### src/rtl/phy_mgmt_pkg.sv
package phy_mgmt_pkg;

    localparam int PHY_REGS = 16;
    localparam int PHY_DW   = 16;
    localparam int IDX_BITS = $clog2(PHY_REGS);

    typedef logic [PHY_DW-1:0] word_t;

    // Indices whose behaviour is fixed by function
    localparam int IDX_CTRL    = 0;
    localparam int IDX_STAT    = 1;
    localparam int IDX_ID_HI   = 2;
    localparam int IDX_ID_LO   = 3;
    localparam int IDX_ADV     = 4;
    localparam int IDX_PARTNER = 5;

    localparam word_t INIT_CTRL    = 16'h1000;
    localparam word_t INIT_STAT    = 16'h7848;
    localparam word_t INIT_ID_HI   = 16'h2000;
    localparam word_t INIT_ID_LO   = 16'h5C90;
    localparam word_t INIT_ADV     = 16'h01E1;

    localparam int    SOFT_RST_BIT    = 15;
    localparam int    LINK_BIT        = 2;
    localparam word_t PARTNER_UP_SET  = 16'h01E1;
    localparam word_t PARTNER_DN_KEEP = 16'h01FF;

    typedef enum logic [1:0] {
        WR_NONE     = 2'd0,
        WR_STORE    = 2'd1,
        WR_SOFT_RST = 2'd2
    } wr_kind_e;

    typedef struct packed {
        wr_kind_e             kind;
        logic [IDX_BITS-1:0]  idx;
        word_t                data;
    } wr_cmd_t;

    function automatic word_t init_word(int i);
        case (i)
            IDX_CTRL:  return INIT_CTRL;
            IDX_STAT:  return INIT_STAT;
            IDX_ID_HI: return INIT_ID_HI;
            IDX_ID_LO: return INIT_ID_LO;
            IDX_ADV:   return INIT_ADV;
            default:   return '0;
        endcase
    endfunction

    function automatic logic write_locked(int i);
        return (i == IDX_STAT) || (i == IDX_ID_HI) || (i == IDX_ID_LO);
    endfunction

    // Fold the link level into one word; words other than status and
    // partner ability pass through unchanged.
    function automatic word_t link_word(int i, word_t w, logic up);
        word_t r;
        r = w;
        if (i == IDX_STAT) begin
            r[LINK_BIT] = up;
        end else if (i == IDX_PARTNER) begin
            r = up ? (w | PARTNER_UP_SET) : (w & PARTNER_DN_KEEP);
        end
        return r;
    endfunction

endpackage

### src/rtl/phy_mgmt_decode.sv
module phy_mgmt_decode
    import phy_mgmt_pkg::*;
#(
    parameter int ADDR_W = 5
) (
    input  logic [ADDR_W-1:0]   idx_i,
    input  logic                wr_en_i,
    input  word_t               wr_data_i,
    output logic                hit_o,
    output logic [IDX_BITS-1:0] idx_o,
    output wr_cmd_t             cmd_o
);

    logic in_range;
    logic locked;
    logic soft_rst;

    assign in_range = int'(idx_i) < PHY_REGS;
    assign idx_o    = idx_i[IDX_BITS-1:0];
    assign hit_o    = in_range;
    assign locked   = write_locked(int'(idx_o));
    assign soft_rst = (int'(idx_o) == IDX_CTRL) && wr_data_i[SOFT_RST_BIT];

    always_comb begin
        cmd_o.idx  = idx_o;
        cmd_o.data = wr_data_i;
        if (!wr_en_i || !in_range || locked) begin
            cmd_o.kind = WR_NONE;
        end else if (soft_rst) begin
            cmd_o.kind = WR_SOFT_RST;
        end else begin
            cmd_o.kind = WR_STORE;
        end
    end

endmodule

### src/rtl/phy_mgmt_store.sv
module phy_mgmt_store
    import phy_mgmt_pkg::*;
(
    input  logic    clk,
    input  logic    rst,
    input  wr_cmd_t cmd_i,
    input  logic    link_up_i,
    output word_t   regs_o [PHY_REGS]
);

    word_t regs_q [PHY_REGS];
    word_t nxt    [PHY_REGS];
    logic  link_q;
    logic  reinit;
    logic  link_chg;

    assign reinit   = rst || (cmd_i.kind == WR_SOFT_RST);
    assign link_chg = link_up_i != link_q;

    for (genvar g = 0; g < PHY_REGS; g++) begin : g_word
        logic  wr_hit;
        word_t base;
        assign wr_hit = (cmd_i.kind == WR_STORE) && (cmd_i.idx == IDX_BITS'(g));
        assign base   = reinit ? init_word(g)
                               : (wr_hit ? cmd_i.data : regs_q[g]);
        assign nxt[g] = (reinit || link_chg) ? link_word(g, base, link_up_i) : base;
        assign regs_o[g] = regs_q[g];
    end

    always_ff @(posedge clk) begin
        for (int i = 0; i < PHY_REGS; i++) begin
            regs_q[i] <= nxt[i];
        end
        link_q <= link_up_i;
    end

    assert_link_up_R2: assert property (@(posedge clk) disable iff (rst)
        link_up_i |=> regs_q[IDX_STAT][LINK_BIT]);

    assert_partner_up_R2: assert property (@(posedge clk) disable iff (rst)
        (!link_q && link_up_i) |=> ((regs_q[IDX_PARTNER] & PARTNER_UP_SET) == PARTNER_UP_SET));

    assert_link_down_R3: assert property (@(posedge clk) disable iff (rst)
        (link_q && !link_up_i) |=>
            (!regs_q[IDX_STAT][LINK_BIT] && ((regs_q[IDX_PARTNER] & ~PARTNER_DN_KEEP) == '0)));

    assert_soft_reset_R4: assert property (@(posedge clk) disable iff (rst)
        (cmd_i.kind == WR_SOFT_RST) |=> (regs_q[IDX_CTRL] == INIT_CTRL && regs_q[IDX_ADV] == INIT_ADV));

    assert_ctrl_store_R4: assert property (@(posedge clk) disable iff (rst)
        (cmd_i.kind == WR_STORE && int'(cmd_i.idx) == IDX_CTRL) |=> (regs_q[IDX_CTRL] == $past(cmd_i.data)));

    assert_id_stable_R5: assert property (@(posedge clk) disable iff (rst)
        (cmd_i.kind != WR_SOFT_RST) |=> ($stable(regs_q[IDX_ID_HI]) && $stable(regs_q[IDX_ID_LO])));

endmodule

### src/rtl/phy_mgmt_rdport.sv
module phy_mgmt_rdport
    import phy_mgmt_pkg::*;
(
    input  logic                clk,
    input  logic                rst,
    input  logic                rd_en_i,
    input  logic                hit_i,
    input  logic [IDX_BITS-1:0] idx_i,
    input  word_t               regs_i [PHY_REGS],
    output word_t               rd_data_o
);

    word_t rd_q;

    always_ff @(posedge clk) begin
        if (rst) begin
            rd_q <= '0;
        end else if (rd_en_i) begin
            rd_q <= hit_i ? regs_i[idx_i] : '0;
        end
    end

    assign rd_data_o = rd_q;

    assert_rd_hold_R8: assert property (@(posedge clk) disable iff (rst)
        !rd_en_i |=> $stable(rd_data_o));

    assert_rd_miss_zero_R7: assert property (@(posedge clk) disable iff (rst)
        (rd_en_i && !hit_i) |=> (rd_data_o == '0));

endmodule

### src/rtl/phy_mgmt_regfile.sv
module phy_mgmt_regfile
    import phy_mgmt_pkg::*;
#(
    parameter int ADDR_W = 5
) (
    input  logic              clk,
    input  logic              rst,
    input  logic [ADDR_W-1:0] idx_i,
    input  logic              wr_en_i,
    input  logic [PHY_DW-1:0] wr_data_i,
    input  logic              rd_en_i,
    input  logic              link_up_i,
    output logic [PHY_DW-1:0] rd_data_o
);

    logic                hit;
    logic [IDX_BITS-1:0] idx;
    wr_cmd_t             cmd;
    word_t               regs [PHY_REGS];

    phy_mgmt_decode #(.ADDR_W(ADDR_W)) u_decode (
        .idx_i     (idx_i),
        .wr_en_i   (wr_en_i),
        .wr_data_i (wr_data_i),
        .hit_o     (hit),
        .idx_o     (idx),
        .cmd_o     (cmd)
    );

    phy_mgmt_store u_store (
        .clk       (clk),
        .rst       (rst),
        .cmd_i     (cmd),
        .link_up_i (link_up_i),
        .regs_o    (regs)
    );

    phy_mgmt_rdport u_rdport (
        .clk       (clk),
        .rst       (rst),
        .rd_en_i   (rd_en_i),
        .hit_i     (hit),
        .idx_i     (idx),
        .regs_i    (regs),
        .rd_data_o (rd_data_o)
    );

endmodule

### config.mk
export PLATFORM = sky130hd
export DESIGN_NAME = phy_mgmt_regfile
export DESIGN_NICKNAME = d
export VERILOG_FILES = /design/src/rtl/phy_mgmt_pkg.sv /design/src/rtl/phy_mgmt_decode.sv /design/src/rtl/phy_mgmt_store.sv /design/src/rtl/phy_mgmt_rdport.sv /design/src/rtl/phy_mgmt_regfile.sv
export SDC_FILE = /design/constraint.sdc
export NUM_CORES = 1
export LEC_CHECK = 0
export BUFFER_PORTS_ARGS = -buffer_cell sky130_fd_sc_hd__buf_4
export CAP_MARGIN = 20
export CORE_UTILIZATION = 45
export CTS_CLUSTER_DIAMETER = 80
export CTS_CLUSTER_SIZE = 25
export DETAILED_ROUTE_END_ITERATION = 10
export PLACE_DENSITY_LB_ADDON = 0.05
export SLEW_MARGIN = 10
export SYNTH_ARGS = -nofsm -noshare
export SYNTH_HDL_FRONTEND = slang
export SYNTH_SLANG_ARGS = --single-unit
export TNS_END_PERCENT = 30
### constraint.sdc
create_clock -name clk -period 2.11 [get_ports clk]
set_input_delay 0.5275 -clock clk [delete_from_list [all_inputs] [get_ports clk]]
set_output_delay 0.5275 -clock clk [all_outputs]
set_load 0.01 [all_outputs]
==> results.tsv <==
metric	value	unit
status	finished, final reports clean	
ios	42	
postCtsHoldBufs	0	
grt_setup_unrepaired	false	
fin_worst_skew	0.0167	ns
cts_setup_buffers	0	
grt_first_pass_wirelength	52500	µm
drtIter0Drc	781	
ys_ff_latch	273	
worst_slew_pin_slew	0.469	ns
cp_max_fo	13	
hold_viol	0	
io_buffers	41	
antenna_found_initial	0	
maxCapViolCount	0	
reg2reg_depth	4	
via_per_inst	5.59	
power_switching	2.21	mW
synth_cell_types	41	
synthCells	1206	
drc	0	
slowest_stage	and4bb_1	
wl_per_cell	21.4	µm
internal_power	6.88	mW
critical_path_class	primary input to flip-flop	
min_path_cells	1	
die_area	25900	µm²
clkSlewWorstSetupHoldPaths	0.09	ns
grt_max_degree	79	
cts-root-buf	clkbuf_16	
vdd_drop_max	470	µV
drv_slew	0	
dr_total_vias	8814	
gp_congestion	0.803	
slew_headroom	68.7	%
die_x	161	µm
final.period_utilization	79.3	%
p_leak	4.45	nW
drive_gt1_share	18.7	%
worstSkewPairLatency	0.49	ns
postCtsResizedCells	0	
antenna_left	0	
p_sw_share	24.3	%
clock.fmax	598	MHz
ys_seq_area_share	48.2	%
dp_hpwl	23000	µm
synth_area	11300	µm²
setup_viol	0	
first_global_vias	8406	
areaGrowthSynthToFinish	13.4	%
start_kind	primary input	
seq_power_share	57.4	%
core_area	24500	µm²
numCtsBuffers	15	
cpPeakStageDelay	0.52	ns
h-tree-depth	1	
critPathRequiredTime	2.53	ns
synth_nets	1232	
num_rows	57	
hold_path.class	primary input to flip-flop	
holdWs	0.189	ns
crit_path_end_kind	flip-flop	
cts.sinks	273	
cts_tree	yes	
finalCriticalPeriod	1.67	ns
fillers	2298	
synth.avg_cell_area	9.41	µm²
num-nets-final	1272	
utilization	52.4	%
ys_warn_count	0	
p_clk_share	34.5	%
clock_path_buffers	3	
grt_remaining_overflow	0	
die_y	161	µm
drt-total-wl	33700	µm
arrival	2.09	ns
p_comb_share	8.0	%
crit_chain	buf_4 -> and4bb_1 -> nor2b_1 -> buf_12 -> nand2_1 -> a21oi_1	
grt_usage	26.7	%
initial_core_util	46.3	%
num_antenna_cells	0	
power_density	707	nW/µm²
drtPass1Iterations	7	
[flip-flops by register name, summed over array words and instances, names as in the netlist]
name                count
u_store.regs_q        256
u_store.link_q          1
u_rdport.rd_data_o     16
[metal layers]
layer	vias up	track usage, %	wire, µm
met5	-	0	0
li1	4219	-	-
met4	0	4.97	518
met1	4289	40.4	16200
met3	37	2.56	1890
met2	269	41.5	15100
[synthesized netlist by cell type (all sizes together)]
library cell / n / area share [%]
nand2: 325 / 11
dfxtp: 272 / 48
a21oi: 183 / 8.1
buf: 70 / 4.0
nand3: 66 / 2.9
mux4: 64 / 13
clkbuf: 42 / 1.7
and2: 36 / 2.0
mux2i: 36 / 3.2
o21ai: 23 / 1.0
nor2: 18 / 0.64
a22oi: 16 / 1.1
o211ai: 16 / 1.1
nand2b: 15 / 0.83
nor2b: 4 / 0.22
nor3b: 3 / 0.34
and4bb: 2 / 0.22
inv: 2 / 0.066
nor3: 2 / 0.23
or3b: 2 / 0.18
a31o: 1 / 0.077
a31oi: 1 / 0.11
and3: 1 / 0.055
and3b: 1 / 0.077
edfxtp: 1 / 0.26
nand4b: 1 / 0.13
or2: 1 / 0.055
or3: 1 / 0.055
xnor2: 1 / 0.077
[cells in the final DEF, fill, tap and decap left out, types with 2 or more instances in the layout]
cell	instances
buf_12	22
dfxtp_1	272
buf_4	113
clkinvlp_4	2
a21oi_1	183
clkbuf_16	15
nor2_1	16
nand2_1	324
and4bb_1	2
o21ai_0	21
nor2b_2	2
o21ai_1	2
o211ai_1	16
inv_1	2
clkinv_2	2
nor2_2	2
nand3_1	66
nor2b_1	2
and2_1	36
mux2i_1	36
a22oi_1	16
nand2b_1	15
mux4_2	64
clkbuf_8	2
[layout make-up]
| class | instances | area [µm²] | area share, % |
|---|---|---|---|
| clock buffers | 18 | 407 | 3.16 |
| clock inverters | 5 | 33.8 | 0.263 |
| inverters | 2 | 7.51 | 0.0584 |
| multi-input cells | 819 | 5250 | 40.8 |
| flip-flops and latches | 273 | 5480 | 42.6 |
| well taps | 324 | 405 | 3.15 |
| repair buffers | 135 | 1290 | 10.0 |
[stage by stage]
step / total power [mW] / worst slack, ns / area (µm²) / cells / setup TNS (ns)
floorplan: 5.75 / 0.222 / 11300 / 1206 / 0
global placement: 6.07 / -0.0713 / 12400 / 1553 / -0.967
detailed placement: 6.07 / -0.0646 / 12400 / 1553 / -0.549
CTS: 9.19 / 0.419 / 12900 / 1576 / 0
global route: 9.44 / 0.391 / 12900 / 1576 / 0
finish: 9.09 / 0.437 / 12900 / 1576 / 0
[worst paths after layout]
check / startpoint / endpoint / slack, ns
worst max-delay path: idx_i[3] / u_store.regs_q[2][59] / 0.44
worst min-delay path: link_up_i / u_store.link_q / 0.19
worst max register to register: u_store.regs_q[3][30] / u_rdport.rd_data_o[14] / 0.61
worst min register to register: u_store.regs_q[0][55] / u_store.regs_q[0][55] / 0.44
[worst max-delay path: cells and delay by family]
kind / cells / cell delay [ns]
simple gates: 3 / 1.02
buf+inv: 2 / 0.40
compound gates: 1 / 0.13
[cell families after synthesis]
kind of cell    after synthesis  share of synthesized area [%]
xor+xnor                      1                         0.0772
compound gates              240                           11.4
flops                       273                           48.2
buf+inv                     114                           5.71
simple gates                478                           18.7
mux                         100                           15.9
[power by group through the flow]
stage          clock network [mW]  registers, mW  logic, mW
2_1_floorplan                   0           5.33      0.414
3_3_place_gp                    0           5.34      0.728
3_5_place_dp                    0           5.34      0.728
4_1_cts                      3.23           5.22      0.730
5_1_grt                      3.43           5.23      0.779
6_report                     3.14           5.22      0.731
(Power assumes the default switching activity.)
